File: src/rtl/lvl9_pkg.sv
package lvl9_pkg;

  localparam int LVL_W = 4;

  localparam logic [LVL_W-1:0] LV_U = 4'd0;
  localparam logic [LVL_W-1:0] LV_X = 4'd1;
  localparam logic [LVL_W-1:0] LV_0 = 4'd2;
  localparam logic [LVL_W-1:0] LV_1 = 4'd3;
  localparam logic [LVL_W-1:0] LV_Z = 4'd4;
  localparam logic [LVL_W-1:0] LV_W = 4'd5;
  localparam logic [LVL_W-1:0] LV_L = 4'd6;
  localparam logic [LVL_W-1:0] LV_H = 4'd7;
  localparam logic [LVL_W-1:0] LV_D = 4'd8;

  // Any code outside the nine legal levels is folded onto the forcing conflict.
  function automatic logic [LVL_W-1:0] lvl9_clean(input logic [LVL_W-1:0] c);
    return (c > LV_D) ? LV_X : c;
  endfunction

  function automatic logic lvl9_is_strong(input logic [LVL_W-1:0] c);
    return (c == LV_0) || (c == LV_1);
  endfunction

  function automatic logic lvl9_is_poison(input logic [LVL_W-1:0] c);
    return (c == LV_X) || (c == LV_D) || (c > LV_D);
  endfunction

  // Pairwise resolution, written as a precedence ladder rather than a lookup.
  function automatic logic [LVL_W-1:0] lvl9_pair_fn(input logic [LVL_W-1:0] a,
                                                    input logic [LVL_W-1:0] b);
    logic [LVL_W-1:0] r;
    if ((a == LV_U) || (b == LV_U))
      r = LV_U;
    else if (lvl9_is_poison(a) || lvl9_is_poison(b))
      r = LV_X;
    else if (lvl9_is_strong(a) && lvl9_is_strong(b))
      r = (a == b) ? a : LV_X;
    else if (lvl9_is_strong(a))
      r = a;
    else if (lvl9_is_strong(b))
      r = b;
    else if (a == LV_Z)
      r = b;
    else if (b == LV_Z)
      r = a;
    else if (a == b)
      r = a;
    else
      r = LV_W;
    return r;
  endfunction

endpackage

File: src/rtl/lvl9_clean.sv
module lvl9_clean #(
  parameter int N_LANE = 4
) (
  input  logic [4*N_LANE-1:0] raw_in,
  output logic [4*N_LANE-1:0] clean_out
);
  import lvl9_pkg::*;

  for (genvar i = 0; i < N_LANE; i++) begin : g_lane
    assign clean_out[LVL_W*i +: LVL_W] = lvl9_clean(raw_in[LVL_W*i +: LVL_W]);
  end

endmodule

File: src/rtl/lvl9_pair.sv
module lvl9_pair (
  input  logic [3:0] lhs,
  input  logic [3:0] rhs,
  output logic [3:0] res
);
  import lvl9_pkg::*;

  always_comb res = lvl9_pair_fn(lhs, rhs);

endmodule

File: src/rtl/lvl9_fold.sv
module lvl9_fold #(
  parameter int N_LANE = 4
) (
  input  logic [4*N_LANE-1:0] lanes,
  output logic [3:0]          folded
);
  import lvl9_pkg::*;

  // Seeding the chain with Z leaves driver 0 unchanged except D becomes X,
  // which also gives the single-driver behaviour without a special case.
  logic [LVL_W-1:0] acc [0:N_LANE];

  assign acc[0] = LV_Z;

  for (genvar i = 0; i < N_LANE; i++) begin : g_step
    lvl9_pair u_pair (
      .lhs (acc[i]),
      .rhs (lanes[LVL_W*i +: LVL_W]),
      .res (acc[i+1])
    );
  end

  assign folded = acc[N_LANE];

endmodule

File: src/rtl/lvl9_out_stage.sv
module lvl9_out_stage #(
  parameter bit REGISTER_OUT = 1'b1
) (
  input  logic       clk,
  input  logic       rst,
  input  logic [3:0] d,
  output logic [3:0] q
);
  import lvl9_pkg::*;

  if (REGISTER_OUT) begin : g_reg
    logic [LVL_W-1:0] q_r;
    always_ff @(posedge clk) begin
      if (rst) q_r <= LV_U;
      else     q_r <= d;
    end
    assign q = q_r;
  end else begin : g_comb
    logic unused_clk_rst;
    assign unused_clk_rst = clk ^ rst;
    assign q = d;
  end

endmodule

File: src/rtl/bus_resolver.sv
module bus_resolver #(
  parameter int N_DRV        = 4,
  parameter bit REGISTER_OUT = 1'b1
) (
  input  logic               clk,
  input  logic               rst,
  input  logic [4*N_DRV-1:0] drv_in,
  output logic [3:0]         bus_out
);
  import lvl9_pkg::*;

  localparam int BUS_W = LVL_W * N_DRV;

  logic [BUS_W-1:0] lanes_clean;
  logic [LVL_W-1:0] resolved;

  lvl9_clean #(.N_LANE(N_DRV)) u_clean (
    .raw_in    (drv_in),
    .clean_out (lanes_clean)
  );

  lvl9_fold #(.N_LANE(N_DRV)) u_fold (
    .lanes  (lanes_clean),
    .folded (resolved)
  );

  lvl9_out_stage #(.REGISTER_OUT(REGISTER_OUT)) u_out (
    .clk (clk),
    .rst (rst),
    .d   (resolved),
    .q   (bus_out)
  );

endmodule

File: config.mk
export PLATFORM = sky130hd
export DESIGN_NAME = bus_resolver
export DESIGN_NICKNAME = d
export VERILOG_FILES = /design/src/rtl/lvl9_pkg.sv /design/src/rtl/lvl9_clean.sv /design/src/rtl/lvl9_pair.sv /design/src/rtl/lvl9_fold.sv /design/src/rtl/lvl9_out_stage.sv /design/src/rtl/bus_resolver.sv
export SDC_FILE = /design/constraint.sdc
export NUM_CORES = 1
export LEC_CHECK = 0
export BUFFER_PORTS_ARGS = -buffer_cell sky130_fd_sc_hd__buf_2
export CAP_MARGIN = 20
export CORE_MARGIN = 2
export CORE_UTILIZATION = 50
export DETAILED_ROUTE_END_ITERATION = 8
export PLACE_DENSITY = 0.71
export SYNTH_ARGS = -nofsm -noshare
export SYNTH_HDL_FRONTEND = slang
export SYNTH_HIERARCHICAL = 1
export SYNTH_SLANG_ARGS = --single-unit
File: constraint.sdc
create_clock -name clk -period 5.4 [get_ports clk]
set_input_delay 0.27 -clock clk [delete_from_list [all_inputs] [get_ports clk]]
set_output_delay 0.27 -clock clk [all_outputs]
set_load 0.005 [all_outputs]
==> out/results.tsv, run 1 <==
metric	value	unit
Tcrit/Tclk final	86.9	%
Cell Area, Synth	1460	sq um
PortBufs	21	
GRT Total Usage	19.3	%
post_cts resized	0	
Worst Path Buf+Inv	4	
Die X	58.1	um
Post-DP Area	1570	sq um
Yosys warning count	6	
Die H	58.1	um
WS Path Type	in -> reg	
Max Slew Vio Count	0	
share of layout cells above drive strength 1	25.7	%
synthesized flop and latch total	4	
Psw	74.1	uW
Synth Area in Adders	0	%
vias in the first global route	1326	
vias	1502	
setup violators final	0	
stages on the worst setup path	22	
Pint	105	uW
Tightest Pin Transition	0.639	ns
placed wire-length estimate	2360	um
crit path to	u_out/q[1]$_SDFF_PP0_	
Max Buffers Root-to-Sink	2	
cts hold-fix bufs	0	
Crit path required time	5.52	ns
Max Cap Viol	0	
H-tree Lvls	1	
multiplexer area fraction after synthesis	0	%
Vias/cell	5.75	
total grt overflow	0	
Data arrival, critical path	4.81	ns
final hold vios	0	
routed len/inst	12.1	um
total CTS buffers	3	
clock sinks	4	
Crit Path Max Fanout	9	
first-pass GRT wire length	5420	um
Ant. Diodes	0	
Placer Congestion	0.848	
Mapped Avg Cell Area	6.84	sq um
# DRC	0	
P_leak	0.653	nW
dominant cell type by area after synthesis	xor2_1	
die area	3380	sq um
Routed Antenna Nets	0	
critical path's largest stage delay	0.42	ns
post-synth cell types	32	
post-synth top area share	7.18	%
FMAX	213	MHz
CTS clk-pin slew, worst paths	0.03	ns
CP startpoint	drv_in[1]	
crit start category	primary input	
initial antenna violation count	0	
HP Class	in -> reg	
First-pass DRT Iterations	4	
post-synthesis sequential area ratio	5.47	%
switching fraction of total power	41.4	%
delay-heaviest family, CP	simple AND/OR/NAND/NOR gates	
status	complete, no violations	
Hold Crit Start	rst	
Largest register FFs	4	
Synth area leaders	xor2_1 7.2%, nor2b_1 6.8%, a21oi_1 5.5%	
Max-slew headroom	57.2	%
Worst Setup End Kind	flop	
DRT iter0 DRCs	56	
Setup TNS	0	ns
synthesized instance count	214	
clock root cell	clkbuf_4	
XOR/XNOR Fraction of Synth Area	7.18	%
final cell area excluding filler cells	1600	sq um
Pwr per Cell Area	112	nW/um^2
nets@finish	250	
main combinational cell family by area after synthesis	simple AND/OR/NAND/NOR gates	
IO Count	22	
area share of and/or/nand/nor cells after synthesis	38.3	%
maximum vdd drop	0.125	mV
WL final	3170	um
register share of total power	17.4	%
Area Growth Syn to Fin	9.06	%
Final min period	4.69	ns
Synth Area in Compound Gates	37.3	%
Clock power frac	20.4	%
critical-path cell list	buf_2 > nor2b_1 > nor3b_1 > a31oi_1 > a21bo_2 > a221oi_1 > buf_4 > nand2b_1 > or4_4 > a21bo_2 > a221oi_1 > buf_4 > and4bb_2 > o21bai_1 > a21bo_2 > a221oi_1 > buf_4 > nand2b_1 > or4_4 > a21bo_2 > a221oi_1 > nor2b_1	
Initial Util	53.1	%
Post CTS Setup Buffer Count	0	
CP max stage cell	nor2b_1	
Core Rows	19	
power share of the combinational group	62.3	%
placeable core area	2760	sq um
CTS tree	built	
largest net degree at the start of global routing	11	
fillers	278	
unrepaired setup endpoints after global routing	no	
## synthesized netlist by cell type
cell,number
a21oi_1,16
o41ai_2,4
nand3_1,8
a2111o_1,4
nor2b_1,16
buf_2,8
a21bo_2,4
nor2_1,20
xor2_1,12
o21ai_0,8
nand2b_1,8
inv_1,8
o32a_2,4
a31oi_1,8
clkbuf_2,4
nor4b_2,4
a221oi_1,4
o22ai_1,4
o21a_1,4
dfxtp_1,4
o21bai_1,8
o211ai_1,4
or4_4,4
conb_1,6
or3_2,4
and4bb_2,4
nor4_1,4
buf_4,4
clkbuf_1,8
or2_0,4
nor3b_1,4
nand2_1,8
## cells in the final DEF, fill, tap and decap left out, types with 7 or more instances in the layout
master,count
nand3_1,8
a21oi_1,16
buf_4,7
conb_1,15
a31oi_1,8
o21bai_1,8
o21ai_0,8
nand2_1,8
nand2b_1,8
nor2b_1,16
nor2_1,20
inv_1,8
buf_2,21
xor2_1,12
## kinds of logic after synthesis
logic type	Yosys count
AO/OA/AOI/OAI	72
XOR/XNOR	12
buffers and inverters	32
flip-flops	4
other	6
AND/OR/NAND/NOR	88
## routing by layer
layer  GRT usage, %  vias to the layer above  wire length (um)
met5              0                        -                 0
met4           4.98                        0                 0
met3           1.34                        0                92
met2           32.5                       22              1450
met1           26.5                      681              1620
li1               -                      799                 -
## power groups by stage
| stage | Clock, mW | Combinational [mW] | Sequential [mW] |
|---|---|---|---|
| detailed placement | 0 | 0.108 | 0.0316 |
| CTS | 0.0382 | 0.108 | 0.0311 |
| global route | 0.0424 | 0.124 | 0.0311 |
| global placement | 0 | 0.108 | 0.0315 |
| floorplan | 0 | 0.0878 | 0.0318 |
| finish | 0.0365 | 0.112 | 0.0311 |
## through the flow
stage	util, %	total power, mW	hold WS [ns]	setup WS (ns)	instances
3_5_place_dp	57.1	0.139	0.483	0.500	258
2_1_floorplan	-	0.120	0.342	0.559	223
6_report	57.9	0.179	0.241	0.710	261
4_1_cts	57.9	0.178	0.236	0.728	261
5_1_grt	57.9	0.198	0.238	0.356	261
3_3_place_gp	57.1	0.139	0.482	0.516	258
## worst min path at each step
stage	end	slack, ns	cells after the start
after global routing	u_out/q[2]$_SDFF_PP0_	0.24	2
final	u_out/q[2]$_SDFF_PP0_	0.24	2
after CTS	u_out/q[2]$_SDFF_PP0_	0.24	2
after floorplan	u_out/q[0]$_SDFF_PP0_	0.34	1
after global placement	u_out/q[2]$_SDFF_PP0_	0.48	2
after detailed placement	u_out/q[2]$_SDFF_PP0_	0.48	2
## cell type report
type                    instances  area (sq um)  share of cell area (%)
clock buffers                   3          22.5                    1.41
inverters                       8          30.0                    1.88
multi-input cells             187          1270                    79.4
flip-flops and latches          4          80.1                    5.02
well taps                      31          38.8                    2.43
repair buffers                 28           158                    9.87
Note: power is estimated with default switching activity, not from simulation.
==> run 2: changes to the inputs <==
--- a/config.mk
+++ b/config.mk
@@ -8,9 +8,9 @@
 export BUFFER_PORTS_ARGS = -buffer_cell sky130_fd_sc_hd__buf_2
 export CAP_MARGIN = 20
 export CORE_MARGIN = 2
-export CORE_UTILIZATION = 50
+export CORE_UTILIZATION = 38
 export DETAILED_ROUTE_END_ITERATION = 8
-export PLACE_DENSITY = 0.71
+export GPL_TIMING_DRIVEN = 0
 export SYNTH_ARGS = -nofsm -noshare
 export SYNTH_HDL_FRONTEND = slang
 export SYNTH_HIERARCHICAL = 1
==> run 2 against run 1 <==
Global-route usage fell by 3.4 points. Core utilization fell by 11 points. Critical endpoint is now u_out/q[0]$_SDFF_PP0_. Non-clock buffer count rose by 17. Wire length rose by 3.3%. Clock power rose by 66%. Highest routed layer unchanged. Hold slack improved by 0.024 ns. Power rose by 15%. Final area rose by 7.4%. First-iteration DRC count rose by 98%. Die area rose by 29%. Sequential share of layout area fell by 0.34 points.
==> out/results.tsv, run 2 (synthesis results as in run 1) <==
metric	value	unit	change
status	complete, no violations		
initial antenna violation count	0		unchanged
total CTS buffers	3		unchanged
Crit path required time	5.50	ns	-0.02 ns
WS Path Type	in -> reg		
CP startpoint	drv_in[3]		
vias in the first global route	1403		+5.8%
total grt overflow	0		unchanged
Setup Slack @ Placement	-0.184	ns	-0.684 ns
delay-heaviest family, CP	simple AND/OR/NAND/NOR gates		
routed len/inst	11.1	um	-8.6%
Pint	130	uW	+24%
Largest register FFs	4		unchanged
FMAX	200	MHz	-6.3%
GRT Total Usage	15.8	%	-3.4 points
Worst Setup End Kind	flop		
WL final	3270	um	+3.3%
Max Cap Viol	0		unchanged
Max-slew headroom	62.5	%	+5.3 points
Area Growth Syn to Fin	17.1	%	
clock root cell	clkbuf_8		
final hold vios	0		unchanged
Clock power frac	29.3	%	+8.9 points
first-pass GRT wire length	5820	um	+7.2%
setup violators final	0		unchanged
most common cell after layout, fill and taps aside	buf_2		
Tightest Pin Transition	0.561	ns	-0.0783 ns
register share of total power	15.1	%	-2.3 points
CTS clk-pin slew, worst paths	0.03	ns	about the same
Data arrival, critical path	5.11	ns	+0.30 ns
share of layout cells above drive strength 1	29.1	%	+3.5 points
switching fraction of total power	36.8	%	-4.5 points
H-tree Lvls	1		unchanged
Max Slew Vio Count	0		unchanged
crit start category	primary input		
largest net degree at the start of global routing	11		unchanged
vias	1543		+2.7%
placeable core area	3690	sq um	+34%
P_leak	0.719	nW	+10%
unrepaired setup endpoints after global routing	no		
Core Rows	22		+3
# DRC	0		unchanged
CTS tree	built		
placed wire-length estimate	2450	um	+3.9%
Ant. Diodes	0		unchanged
Die X	66.1	um	+14%
HP Class	in -> reg		
CP max stage cell	or4_4		
Pwr per Cell Area	120	nW/um^2	+7.2%
Placer Congestion	0.807		-4.8%
First-pass DRT Iterations	4		unchanged
critical-path cell list	buf_2 > nor4b_2 > or2_0 > buf_2 > a2111o_1 > a221oi_1 > clkbuf_1 > nand2b_1 > or4_4 > o41ai_2 > a31oi_1 > clkbuf_2 > and4bb_2 > o21bai_1 > a21bo_2 > a221oi_1 > clkbuf_2 > nand2b_1 > or4_4 > o41ai_2 > a31oi_1 > nor2b_1		
Worst Path Buf+Inv	5		+1
cts hold-fix bufs	0		unchanged
Routed Antenna Nets	0		unchanged
IO Count	22		unchanged
Final min period	5.00	ns	+0.314 ns
Psw	76.0	uW	+2.4%
crit path to	u_out/q[0]$_SDFF_PP0_		
Tcrit/Tclk final	92.7	%	+5.8 points
clock sinks	4		unchanged
Vias/cell	5.23		-9.1%
Die H	66.1	um	+14%
critical path's largest stage delay	0.44	ns	+0.02 ns
Setup TNS	0	ns	unchanged
Final WS setup	0.396	ns	-0.314 ns
final core occ	46.5	%	-11 points
Max Buffers Root-to-Sink	2		unchanged
Initial Util	39.7	%	-13 points
maximum vdd drop	0.0409	mV	-67%
DRT iter0 DRCs	111		+98%
Tot Pwr	206	uW	+15%
PortBufs	21		unchanged
stages on the worst setup path	22		unchanged
nets@finish	267		+6.8%
commonest non-fill, non-tap cells in the layout	29 x buf_2, 20 x nor2_1, 16 x a21oi_1		
Crit Path Max Fanout	10		+1
die area	4360	sq um	+29%
power share of the combinational group	55.6	%	-6.7 points
==> run 2: what timing repair did <==
item,4_1_cts,5_1_grt
endpoints found under the setup margin,0,2
gates resized for setup,0,6
buffers inserted,0,0
==> run 2: worst min path at each step <==
stage | slack [ns] | endpoint | startpoint | cells after the start
final | 0.26 | u_out/q[0]$_SDFF_PP0_ | rst | 2
after floorplan | 0.34 | u_out/q[0]$_SDFF_PP0_ | rst | 1
after global routing | 0.28 | u_out/q[2]$_SDFF_PP0_ | rst | 2
after detailed placement | 0.49 | u_out/q[0]$_SDFF_PP0_ | rst | 2
after CTS | 0.27 | u_out/q[0]$_SDFF_PP0_ | rst | 2
after global placement | 0.48 | u_out/q[0]$_SDFF_PP0_ | rst | 2
==> run 2: metal layers <==
layer  vias up  share of wire [%]  track usage [%]
met4         0                  0             3.32
met3         0                2.4            0.511
met5         -                  0                0
li1        827                  -                -
met2        22                 47             27.7
met1       694                 51             21.6
==> run 2: area by class of cell <==
class / instances / area (sq um)
fillers: 412 / 1970
multi-input cells: 187 / 1270
plain buffers: 24 / 123
repair buffers: 21 / 105
flip-flops and latches: 4 / 80.1
well taps: 48 / 60.1
clock buffers: 3 / 41.3
inverters: 8 / 30.0
==> run 2: power by group through the flow <==
stage	sequential (mW)	combinational, mW	clock [mW]
2_1_floorplan	0.0318	0.0878	0
3_3_place_gp	0.0315	0.111	0
3_5_place_dp	0.0315	0.111	0
4_1_cts	0.0312	0.112	0.0626
5_1_grt	0.0314	0.129	0.0653
6_report	0.0312	0.115	0.0605
==> run 2: through the flow <==
step	cells	instance area, sq um	hold slack, ns
2_1_floorplan	223	1500	0.342
3_3_place_gp	292	1660	0.484
3_5_place_dp	292	1660	0.489
4_1_cts	295	1700	0.266
5_1_grt	295	1710	0.284
6_report	295	1710	0.265
